[src/rtl/cpx_trap_pkg.sv]
package cpx_trap_pkg;
   localparam int CLASS_W = 3;
   localparam logic [CLASS_W-1:0] CLS_PLAIN   = 3'b000;
   localparam logic [CLASS_W-1:0] CLS_WAIT    = 3'b001;
   localparam logic [CLASS_W-1:0] CLS_ESC_CHK = 3'b010;
   localparam logic [CLASS_W-1:0] CLS_ESC_NOW = 3'b011;

   typedef enum logic [1:0] {
      OUT_NONE = 2'd0,
      OUT_FWD  = 2'd1,
      OUT_GP   = 2'd2,
      OUT_PE   = 2'd3
   } outcome_e;
endpackage

[src/rtl/cpx_err_sync.sv]
module cpx_err_sync #(
   parameter int STAGES = 2
) (
   input  logic clk,
   input  logic rst_n,
   input  logic err_raw,
   output logic err_sync
);
   initial assert (STAGES >= 1 && STAGES <= 4)
      else $error("cpx_err_sync: STAGES must be 1..4");

   generate
      if (STAGES == 1) begin : g_single
         logic q;
         always_ff @(posedge clk or negedge rst_n) begin
            if (!rst_n) q <= 1'b0;
            else        q <= err_raw;
         end
         assign err_sync = q;
      end else begin : g_chain
         logic [STAGES-1:0] sh;
         always_ff @(posedge clk or negedge rst_n) begin
            if (!rst_n) sh <= '0;
            else        sh <= {sh[STAGES-2:0], err_raw};
         end
         assign err_sync = sh[STAGES-1];

         // each stage carries the previous stage's value one edge later
         for (genvar s = 1; s < STAGES; s++) begin : g_chk
            a_r10_stage_delay: assert property (@(posedge clk) disable iff (!rst_n)
               sh[s] == $past(sh[s-1]));
         end
      end
   endgenerate
endmodule

[src/rtl/cpx_class_decode.sv]
module cpx_class_decode
   import cpx_trap_pkg::*;
(
   input  logic [CLASS_W-1:0] cls,
   output logic               is_esc,
   output logic               samples_err,
   output logic               has_operand
);
   always_comb begin
      is_esc      = 1'b0;
      samples_err = 1'b0;
      unique case (cls)
         CLS_WAIT:    samples_err = 1'b1;
         CLS_ESC_CHK: begin is_esc = 1'b1; samples_err = 1'b1; end
         CLS_ESC_NOW: is_esc = 1'b1;
         default:     ;
      endcase
      has_operand = is_esc;
   end
endmodule

[src/rtl/cpx_trap_arbiter.sv]
module cpx_trap_arbiter
   import cpx_trap_pkg::*;
#(
   parameter int VEC_W  = 8,
   parameter int CODE_W = 16,
   parameter int PE_VEC = 16,
   parameter int GP_VEC = 13
) (
   input  logic              clk,
   input  logic              rst_n,
   input  logic              start,
   input  logic              is_esc,
   input  logic              samples_err,
   input  logic              has_operand,
   input  logic              addr_fault,
   input  logic              err_s,
   output logic              trap_req,
   output logic [VEC_W-1:0]  trap_vec,
   output logic [CODE_W-1:0] trap_code,
   output logic              cp_fwd
);
   localparam logic [VEC_W-1:0] PE_V = VEC_W'(PE_VEC);
   localparam logic [VEC_W-1:0] GP_V = VEC_W'(GP_VEC);

   initial assert (VEC_W >= 1 && VEC_W <= 16 && PE_VEC < (1 << VEC_W) && GP_VEC < (1 << VEC_W))
      else $error("cpx_trap_arbiter: vector does not fit VEC_W");
   initial assert (PE_VEC != GP_VEC)
      else $error("cpx_trap_arbiter: vectors must differ");
   initial assert (CODE_W >= 1)
      else $error("cpx_trap_arbiter: CODE_W must be positive");

   outcome_e pick;
   always_comb begin
      pick = OUT_NONE;
      if (start) begin
         if (has_operand && addr_fault)  pick = OUT_GP;
         else if (samples_err && err_s)  pick = OUT_PE;
         else if (is_esc)                pick = OUT_FWD;
      end
   end

   outcome_e res_q;
   always_ff @(posedge clk or negedge rst_n) begin
      if (!rst_n) res_q <= OUT_NONE;
      else        res_q <= pick;
   end

   always_comb begin
      trap_req  = (res_q == OUT_GP) || (res_q == OUT_PE);
      cp_fwd    = (res_q == OUT_FWD);
      trap_code = '0;
      unique case (res_q)
         OUT_GP:  trap_vec = GP_V;
         OUT_PE:  trap_vec = PE_V;
         default: trap_vec = '0;
      endcase
   end

   a_r7_exclusive: assert property (@(posedge clk) disable iff (!rst_n)
      !(trap_req && cp_fwd));
   a_r9_quiet_without_start: assert property (@(posedge clk) disable iff (!rst_n)
      !start |=> !trap_req && !cp_fwd);
   a_r5_gp_on_fault: assert property (@(posedge clk) disable iff (!rst_n)
      start && is_esc && addr_fault |=> trap_req && trap_vec == GP_V && trap_code == '0 && !cp_fwd);
   a_r3_pe_on_error: assert property (@(posedge clk) disable iff (!rst_n)
      start && samples_err && err_s && !(is_esc && addr_fault) |=> trap_req && trap_vec == PE_V);
endmodule

[src/rtl/cpx_trap_gate.sv]
module cpx_trap_gate
   import cpx_trap_pkg::*;
#(
   parameter int ERR_SYNC = 2,
   parameter int VEC_W    = 8,
   parameter int CODE_W   = 16,
   parameter int PE_VEC   = 16,
   parameter int GP_VEC   = 13
) (
   input  logic               clk,
   input  logic               rst_n,
   input  logic               insn_start,
   input  logic [CLASS_W-1:0] insn_class,
   input  logic               addr_fault,
   input  logic               cp_error,
   output logic               trap_req,
   output logic [VEC_W-1:0]   trap_vec,
   output logic [CODE_W-1:0]  trap_code,
   output logic               cp_fwd
);
   logic err_s, is_esc, samples_err, has_operand;

   cpx_err_sync #(.STAGES(ERR_SYNC)) u_sync (
      .clk(clk), .rst_n(rst_n), .err_raw(cp_error), .err_sync(err_s));

   cpx_class_decode u_dec (
      .cls(insn_class), .is_esc(is_esc), .samples_err(samples_err),
      .has_operand(has_operand));

   cpx_trap_arbiter #(
      .VEC_W(VEC_W), .CODE_W(CODE_W), .PE_VEC(PE_VEC), .GP_VEC(GP_VEC)
   ) u_arb (
      .clk(clk), .rst_n(rst_n), .start(insn_start), .is_esc(is_esc),
      .samples_err(samples_err), .has_operand(has_operand),
      .addr_fault(addr_fault), .err_s(err_s), .trap_req(trap_req),
      .trap_vec(trap_vec), .trap_code(trap_code), .cp_fwd(cp_fwd));

   a_r2_plain_silent: assert property (@(posedge clk) disable iff (!rst_n)
      insn_start && (insn_class == CLS_PLAIN || insn_class[2]) |=> !trap_req && !cp_fwd);
   a_r4_nowait_forwarded: assert property (@(posedge clk) disable iff (!rst_n)
      insn_start && insn_class == CLS_ESC_NOW && !addr_fault |=> cp_fwd && !trap_req);
   a_r11_wait_ignores_fault: assert property (@(posedge clk) disable iff (!rst_n)
      insn_start && insn_class == CLS_WAIT && !err_s |=> !trap_req && !cp_fwd);
endmodule

[config.mk]
export PLATFORM = sky130hd
export DESIGN_NAME = cpx_trap_gate
export DESIGN_NICKNAME = d
export VERILOG_FILES = /design/src/rtl/cpx_trap_pkg.sv /design/src/rtl/cpx_err_sync.sv /design/src/rtl/cpx_class_decode.sv /design/src/rtl/cpx_trap_arbiter.sv /design/src/rtl/cpx_trap_gate.sv
export SDC_FILE = /design/constraint.sdc
export NUM_CORES = 1
export LEC_CHECK = 0
export BUFFER_PORTS_ARGS = -buffer_cell sky130_fd_sc_hd__clkbuf_2
export CAP_MARGIN = 20
export CORE_AREA = 2 2 39 41
export DETAILED_ROUTE_END_ITERATION = 10
export DIE_AREA = 0 0 41 43
export HOLD_SLACK_MARGIN = 0.02
export PLACE_DENSITY_LB_ADDON = 0.2
export SYNTH_ARGS = -nofsm -noshare
export SYNTH_HDL_FRONTEND = slang
export SYNTH_SLANG_ARGS = --single-unit
[constraint.sdc]
create_clock -name clk -period 1.8 [get_ports clk]
set_clock_uncertainty 0.15 [all_clocks]
set_input_delay 0.36 -clock clk [delete_from_list [all_inputs] [get_ports clk]]
set_output_delay 0.36 -clock clk [all_outputs]
set_load 0.05 [all_outputs]
# --- Yosys cells after proc, flatten, opt, wreduce, memory -nomap -nowiden ---
# Cells that the tools add are included.
classes:
  eq_ne: 6
  n_reduce_logical: 5
  n_mux: 7
op_table:
  columns: ["op", "n"]
  rows:
  - ["$pmux W5 S2", 1]
  - ["$eq A3 B2 Y1 const B", 2]
  - ["$mux W2", 3]
  - ["$eq A2 B2 Y1 const B", 2]
  - ["$reduce_or A2 Y1", 2]
  - ["$eq A3 B1 Y1 const B", 1]
  - ["$mux W1", 3]
  - ["$eq A2 B1 Y1 const B", 1]
  - ["$logic_and A1 B1 Y1", 2]
  - ["$logic_or A1 B1 Y1", 1]
totals:
  word_cells: 20
  reg_bits: 4

# --- Logic depth before layout (Yosys ltp) ---
# Gate-level depths: netlist of the first run.
depth:
  ltp_word: 7
  ltp_mapped: 3

# --- Modules after synthesis ---
# Synthesis of the first run repeated with hierarchy kept, for this count alone.
hier_totals:
  hier_cells: 40
  area_unflattened_um2: 346.6
by_module_without_submodules:
  columns: ["mod", "n_inst", "area_per_inst_um2", "cells_each"]
  rows:
  - ["cpx_trap_arbiter", 1, 270.3, 34]
  - ["cpx_err_sync", 1, 50.0, 2]
  - ["cpx_class_decode", 1, 26.3, 4]

# --- Least setup slack after synthesis of the first run ---
# Ideal clock, no wire load.
synth_timing:
  path_type: "register -> output"
  startpoint: "register u_arb.res_q[1]"
  endpoint: "output trap_vec[2]"
  slack_ns: -0.184
  n_path_buf: 1
  t_arrival_ns: 1.474
  t_required_ns: 1.290
  path_stages_with_launch: 3
  path_cell_list: "dfrtp_1 -> nor2b_1 -> buf_4"
synth_between:
  elab_chain_cells: 2
  elab_cells_between_ends: 3
synth_rtl:
  columns: ["element", "line", "rtl"]
  rows:
  - ["start: declaration", "cpx_trap_arbiter.sv:42", "outcome_e res_q;"]
  - ["start signal: assignment", "cpx_trap_arbiter.sv:45", "else res_q <= pick;"]
  - ["$eq A2 B2 Y1", "cpx_trap_arbiter.sv:52", "unique case (res_q)"]
  - ["$pmux W5 S2 (*)", "cpx_trap_arbiter.sv:52", null]
  - ["end: declaration", "cpx_trap_gate.sv:17", "output logic [VEC_W-1:0] trap_vec,"]
# Mark *: on every way between the ends. The rest lies on a longest branch, timed or not.

# --- Final worst setup path of the first run ---
layout_timing:
  startpoint: "register u_arb.res_q[1]"
  endpoint: "output trap_vec[0]"
# The elaborated chain is that of the path after synthesis.

==> impl_results.md, run 1 <==
* Hold buffers post-CTS at 1
* Total GRT Usage at 4.335%
* Clock root buffer master: sky130_fd_sc_hd__clkbuf_4
* Width of the die at 41 um
* Outcome: finished clean
* Buffers & Inverters on Critical Path at 1
* Capture instance of the worst register-to-register path: u_arb.res_q[1]$_DFF_PN0_
* # setup viols final at 0
* Fraction of the mapped netlist area in compound gates at 4.511%
* Mean instance size in the synthesized netlist at 8.758 um^2
* Reg-to-reg slack, setup at 0.85 ns
* TritonCTS Sinks at 4
* Number of global-route vias before repair at 128
* Die Outline Area at 0.001763 mm^2
* Ratio of total power to cell area at 944.5 mW/mm^2
* Overall power of the completed layout at 0.3356 mW
* Top layer in use: met3
* Post-Synth XOR/XNOR Area at 0%
* Overall via count from detail_route at 203
* Arrival time at the worst endpoint at 1.06 ns
* DRT iter0 DRCs at 2
* Standard cell with the maximum stage delay on the critical path: sky130_fd_sc_hd__dfrtp_1
* Flops & latches, synth at 4
* Count of different cell masters after synthesis at 10
* Share of cell area taken by muxes after synthesis at 0%
* Post-Syn Instances at 38
* Total Neg Setup Slack at 0 ns
* Number of warnings reported in the yosys synthesis log at 0
* Max-cap check violation count at 0
* Final count of hold timing violations at 0
* WL/cell at 5.746 um
* Placeable Area at 0.001384 mm^2
* Hold wc startpoint: cp_error
* Routability congestion estimate from global placement at 0.5709
* Maximum number of pins on one net before global-route repair at 5
* Final Max Slew Viols at 0
* Number of top-level design ports at 34
* Critical Path Source Type: flop
* Commonest non-fill, non-tap cell in the layout: sky130_fd_sc_hd__conb_1
* Endpoint class of the critical path: output port
* Diodes inserted at 0
* Aggregate global routing overflow at 0
* Top library cells by usage in the layout, fill and taps aside: sky130_fd_sc_hd__conb_1, sky130_fd_sc_hd__clkbuf_2, sky130_fd_sc_hd__dfrtp_1
* Drt total wl at 385 um
* Critical path class: reg -> out
* Input/output buffers at 13
* Dominant combinational cell family by area after synthesis: buffers and inverters
* Post-cts resize count at 0
* Adder-cell area share of the yosys netlist at 0%
* Leak pwr at 0.2117 nW
* CTS clock-pin slew for the worst setup and hold paths at 0.04 ns
* Total number of H-tree levels at 1
* Site Rows at 14
* Placed cell areas at 322.8 um^2
* Worst path required time at 1.29 ns
* Maximum clock rate at 0.6386 GHz
* Length in cells of the worst reg-to-reg path at 3
* Peak supply drop at 0.0004418 V
* Detailed placement HPWL at 350.1 um
* Final routed DRC violation total at 0
* DIE HEIGHT at 43 um
* Final Critical Period at 1.566 ns
* Min-delay worst type: in -> reg
* Number of cells on the worst hold path at 1
* Average vias per placed instance at 3.030
* Final-stage net count at 61
* Buffers inserted during post-CTS setup optimization at 0
* Sequential area share after synthesis at 30.08%
* Clock network latency to the later pin of the worst-skew pair at 0.23 ns
* Combined area of all synthesized cells at 332.8 um^2
* Terminating pin of the worst hold path: u_sync.g_chain.sh[0]$_DFF_PN0_
* Simple-gate portion of the synthesized area at 13.53%
* Maximum buffer depth of the clock tree at 2
* Cells traversed along the worst timing path: nor2b_2 -> clkbuf_2
* Setup repair after global routing missed its margin: no
* Slowest Stage Delay on Critical Path at 0.36 ns
* Critical path fanouts, max at 4
* Detail Route met2 WL at 143 um
* Global-route wire length before repair at 441 um
* Startpoint of the worst-slack reg-to-reg timing path: u_sync.g_chain.sh[1]$_DFF_PN0_
* Wire length on met1 at 153 um
* Antenna-violating nets left at 0
* Area growth from synthesis to layout at 6.767%
* Kind of cell adding the most delay to the critical path: flip-flops
* Final design instance area without fill at 355.3 um^2
* Clock buffer count from CTS at 3
* Total length of routed met3 wires at 88 um
* Initial core utilization at 24.05%
* Share of cells above drive strength 1 at 33.33%
* TritonCTS clock tree: yes
* Initial antenna violation count at 0
* First-pass iteration count of the detailed router at 2
* Final clock period utilization by the worst path at 86.99%
==> stage by stage <==
| stage | util, % | hold WS (ns) | worst slack [ns] | instances |
|---|---|---|---|---|
| 2_1_floorplan | - | -0.08559 | 0.1287 | 57 |
| 3_3_place_gp | 23.33 | 0.02040 | 0.4793 | 63 |
| 3_5_place_dp | 23.33 | 0.01908 | 0.4692 | 63 |
| 4_1_cts | 25.68 | 0.07770 | 0.2182 | 67 |
| 5_1_grt | 25.68 | 0.07057 | 0.1501 | 67 |
| 6_report | 25.68 | 0.08509 | 0.2341 | 67 |
==> how the worst max path moves through the flow <==
stage | startpoint | end | slack [ns] | depth (start not counted)
finish | u_arb.res_q[1]$_DFF_PN0_ | trap_vec[0] | 0.23 | 2
global route | u_arb.res_q[1]$_DFF_PN0_ | trap_vec[2] | 0.15 | 2
CTS | u_arb.res_q[1]$_DFF_PN0_ | trap_vec[0] | 0.22 | 2
detailed placement | u_arb.res_q[1]$_DFF_PN0_ | trap_vec[0] | 0.47 | 2
global placement | u_arb.res_q[1]$_DFF_PN0_ | trap_vec[0] | 0.48 | 2
floorplan | u_arb.res_q[1]$_DFF_PN0_ | trap_vec[2] | 0.13 | 2
==> area by class of cell <==
type | instances | area (um^2)
clock buffers | 3 | 22.52
well taps | 16 | 20.02
flip-flops and latches | 4 | 100.1
fillers | 158 | 1028
repair buffers | 14 | 75.07
multi-input cells | 30 | 137.6
==> cells in the mapped netlist <==
| cell type | count | area (um^2) |
|---|---|---|
| sky130_fd_sc_hd__conb_1 | 1 | 3.750 |
| sky130_fd_sc_hd__o21ai_1 | 1 | 5.000 |
| sky130_fd_sc_hd__buf_4 | 22 | 165.2 |
| sky130_fd_sc_hd__nand3b_1 | 1 | 7.510 |
| sky130_fd_sc_hd__and2_1 | 1 | 6.260 |
| sky130_fd_sc_hd__nand2b_1 | 2 | 12.51 |
| sky130_fd_sc_hd__dfrtp_1 | 4 | 100.1 |
| sky130_fd_sc_hd__nor2b_1 | 3 | 18.77 |
| sky130_fd_sc_hd__a21oi_1 | 2 | 10.01 |
| sky130_fd_sc_hd__clkbuf_1 | 1 | 3.750 |
==> registers in the layout, indices dropped and copies added (netlist names) <==
signal,count
u_sync.g_chain.sh,2
u_arb.res_q,2
==> worst reg2reg max path, stage by stage (launching register included) <==
cell                      delay (ns)
sky130_fd_sc_hd__dfrtp_1        0.37
sky130_fd_sc_hd__nor2b_1        0.13
sky130_fd_sc_hd__o21ai_1        0.11
sky130_fd_sc_hd__a21oi_1        0.08
==> metal layers <==
metal,global-route usage (%),vias to the layer above
met5,0,-
met4,2.000,0
li1,-,103
met2,4.375,25
met1,4.560,75
met3,6.283,0
==> logic make-up (layout without fill, tap and decap cells) <==
kind of cell    Yosys count  after routing
buf+inv                  23             17
simple gates              7              7
flops                     4              4
compound gates            3              3
other cells               1             20
==> report_power, final <==
group	internal, mW	switching [mW]	leakage (nW)	total (mW)
combinational	0.0141	0.116	0.147	0.130
clock	0.0744	0.0343	0.0138	0.109
sequential	0.0945	0.00197	0.0505	0.0964
Power figures use the tool's default switching activity.
==> run 2, diff against run 1 <==
--- a/config.mk
+++ b/config.mk
@@ -12,6 +12,7 @@
 export DIE_AREA = 0 0 41 43
 export HOLD_SLACK_MARGIN = 0.02
 export PLACE_DENSITY_LB_ADDON = 0.2
+export REMOVE_ABC_BUFFERS = 1
 export SYNTH_ARGS = -nofsm -noshare
 export SYNTH_HDL_FRONTEND = slang
 export SYNTH_SLANG_ARGS = --single-unit
==> run 2 against run 1 <==
  * Clock-buffer cell count is the same
  * Worst setup slack got worse by 0.040 ns
  * Global-route usage increased by 0.82 points
  * Sequential power barely moved
  * Register-to-register slack hardly changed
  * Sequential cell count unchanged
  * Largest cell class unchanged
==> impl_results.md, run 2 (synthesized netlist as in run 1, its figures left out) <==
* Number of top-level design ports at 34 (unchanged)
* Average vias per placed instance at 3.149 (+3.9%)
* Final Critical Period at 1.606 ns (+0.03967 ns)
* TritonCTS clock tree: yes
* CTS clock-pin slew for the worst setup and hold paths at 0.04 ns (about the same)
* Input/output buffers at 13 (unchanged)
* Number of cells on the worst hold path at 1 (unchanged)
* Site Rows at 14 (unchanged)
* TritonCTS Sinks at 4 (unchanged)
* # setup viols final at 0 (unchanged)
* Length in cells of the worst reg-to-reg path at 3 (unchanged)
* Ratio of total power to cell area at 951.9 mW/mm^2 (+0.77%)
* First-pass iteration count of the detailed router at 2 (unchanged)
* Total GRT Usage at 5.152% (+0.82 points)
* Overall via count from detail_route at 211 (+3.9%)
* Area growth from synthesis to layout at 6.015%
* Final design instance area without fill at 352.8 um^2 (-0.70%)
* Startpoint of the worst-slack reg-to-reg timing path: u_sync.g_chain.sh[1]$_DFF_PN0_
* Maximum clock rate at 0.6228 GHz (-2.5%)
* Commonest non-fill, non-tap cell in the layout: sky130_fd_sc_hd__conb_1
* Maximum number of pins on one net before global-route repair at 5 (unchanged)
* Final-stage net count at 61 (unchanged)
* Post-cts resize count at 0 (unchanged)
* Maximum buffer depth of the clock tree at 2 (unchanged)
* Leak pwr at 0.2115 nW (about the same)
* Antenna-violating nets left at 0 (unchanged)
* Share of cells above drive strength 1 at 31.37% (-2.0 points)
* Final worst setup slack at 0.1944 ns (-0.03967 ns)
* Setup repair after global routing missed its margin: no
* Peak supply drop at 0.0003109 V (-30%)
* Top library cells by usage in the layout, fill and taps aside: sky130_fd_sc_hd__conb_1, sky130_fd_sc_hd__clkbuf_2, sky130_fd_sc_hd__dfrtp_1
* Width of the die at 41 um (unchanged)
* Diodes inserted at 0 (unchanged)
* Registers with the most flip-flops: u_arb.res_q x2, u_sync.g_chain.sh x2
* Global-route wire length before repair at 510 um (+16%)
* Critical path fanouts, max at 4 (unchanged)
* Critical Path Source Type: flop
* WL/cell at 5.761 um (+0.26%)
* Drt total wl at 386 um (+0.26%)
* Fillcell total at 160 (+1.3%)
* Terminating pin of the worst hold path: u_sync.g_chain.sh[0]$_DFF_PN0_
* Max-cap check violation count at 0 (unchanged)
* Final clock period utilization by the worst path at 89.20% (+2.2 points)
* Clock root buffer master: sky130_fd_sc_hd__clkbuf_4
* Number of global-route vias before repair at 149 (+16%)
* Worst path required time at 1.29 ns (about the same)
* Final Max Slew Viols at 0 (unchanged)
* Reg-to-reg slack, setup at 0.84 ns (about the same)
* Die Outline Area at 0.001763 mm^2 (unchanged)
* Clock buffer count from CTS at 3 (unchanged)
* Critical path class: reg -> out
* Final routed DRC violation total at 0 (unchanged)
* Total number of H-tree levels at 1 (unchanged)
* Routability congestion estimate from global placement at 0.6373 (+12%)
* Final count of hold timing violations at 0 (unchanged)
* Outcome: finished clean
* Worst slack after detailed placement at 0.4278 ns (-0.04146 ns)
* Clock network latency to the later pin of the worst-skew pair at 0.23 ns (about the same)
* Aggregate global routing overflow at 0 (unchanged)
* Capture instance of the worst register-to-register path: u_arb.res_q[1]$_DFF_PN0_
* Initial antenna violation count at 0 (unchanged)
* Endpoint class of the critical path: output port
* Hold wc startpoint: cp_error
* DRT iter0 DRCs at 1 (-1)
* Total Neg Setup Slack at 0 ns (unchanged)
* Min-delay worst type: in -> reg
* Placeable Area at 0.001384 mm^2 (unchanged)
* Arrival time at the worst endpoint at 1.10 ns (+0.04 ns)
* Initial core utilization at 24.05% (unchanged)
* Placed cell areas at 320.3 um^2 (-0.78%)
* DIE HEIGHT at 43 um (unchanged)
## run 2: layout make-up
type	count	area [um^2]	share of cell area, %
Timing Repair Buffer	14	75.07	21.28
Sequential cell	4	100.1	28.37
Tap cell	16	20.02	5.674
Clock buffer	3	22.52	6.383
Multi-Input combinational cell	30	135.1	38.30
## run 2: layer usage
metal | vias to the layer above | GRT usage, % | wire (um)
li1 | 102 | - | -
met1 | 83 | 3.279 | 120
met2 | 26 | 7.187 | 174
met3 | 0 | 6.283 | 91
met4 | 0 | 4.000 | 0
met5 | - | 0 | 0
## run 2: through the flow
step                hold WS [ns]  utilization [%]  std cells  total power [mW]
floorplan               -0.08559                -         34            0.2110
global placement         0.02059            23.15         63            0.2260
detailed placement       0.01892            23.15         63            0.2261
CTS                      0.07691            25.50         67            0.3418
global route             0.07100            25.50         67            0.3557
finish                   0.08622            25.50         67            0.3359
## run 2: critical path, cell delays in order, from the launching register on
cell and delay, ns:
sky130_fd_sc_hd__dfrtp_1 0.36, sky130_fd_sc_hd__nor2b_1 0.20, sky130_fd_sc_hd__clkbuf_2 0.31
## run 2: power by group
part,internal (mW),leakage [nW],switching (mW)
combinational,0.0138,0.147,0.116
clock,0.0744,0.0138,0.0347
sequential,0.0945,0.0505,0.00194
total,0.183,0.212,0.153
## run 2: worst max-delay path by stage
stage                              from     endpoint  slack (ns)
5_1_grt        u_arb.res_q[1]$_DFF_PN0_  trap_vec[0]        0.08
2_1_floorplan  u_arb.res_q[1]$_DFF_PN0_  trap_vec[0]       -1.40
4_1_cts        u_arb.res_q[1]$_DFF_PN0_  trap_vec[3]        0.17
3_3_place_gp   u_arb.res_q[1]$_DFF_PN0_  trap_vec[2]        0.45
6_report       u_arb.res_q[1]$_DFF_PN0_  trap_vec[3]        0.19
3_5_place_dp   u_arb.res_q[1]$_DFF_PN0_  trap_vec[3]        0.43
## run 2: what timing repair did
item                      in CTS  in global routing
buffers inserted               0                  0
hold buffers                   1                  0
hold endpoints to repair       4                  0
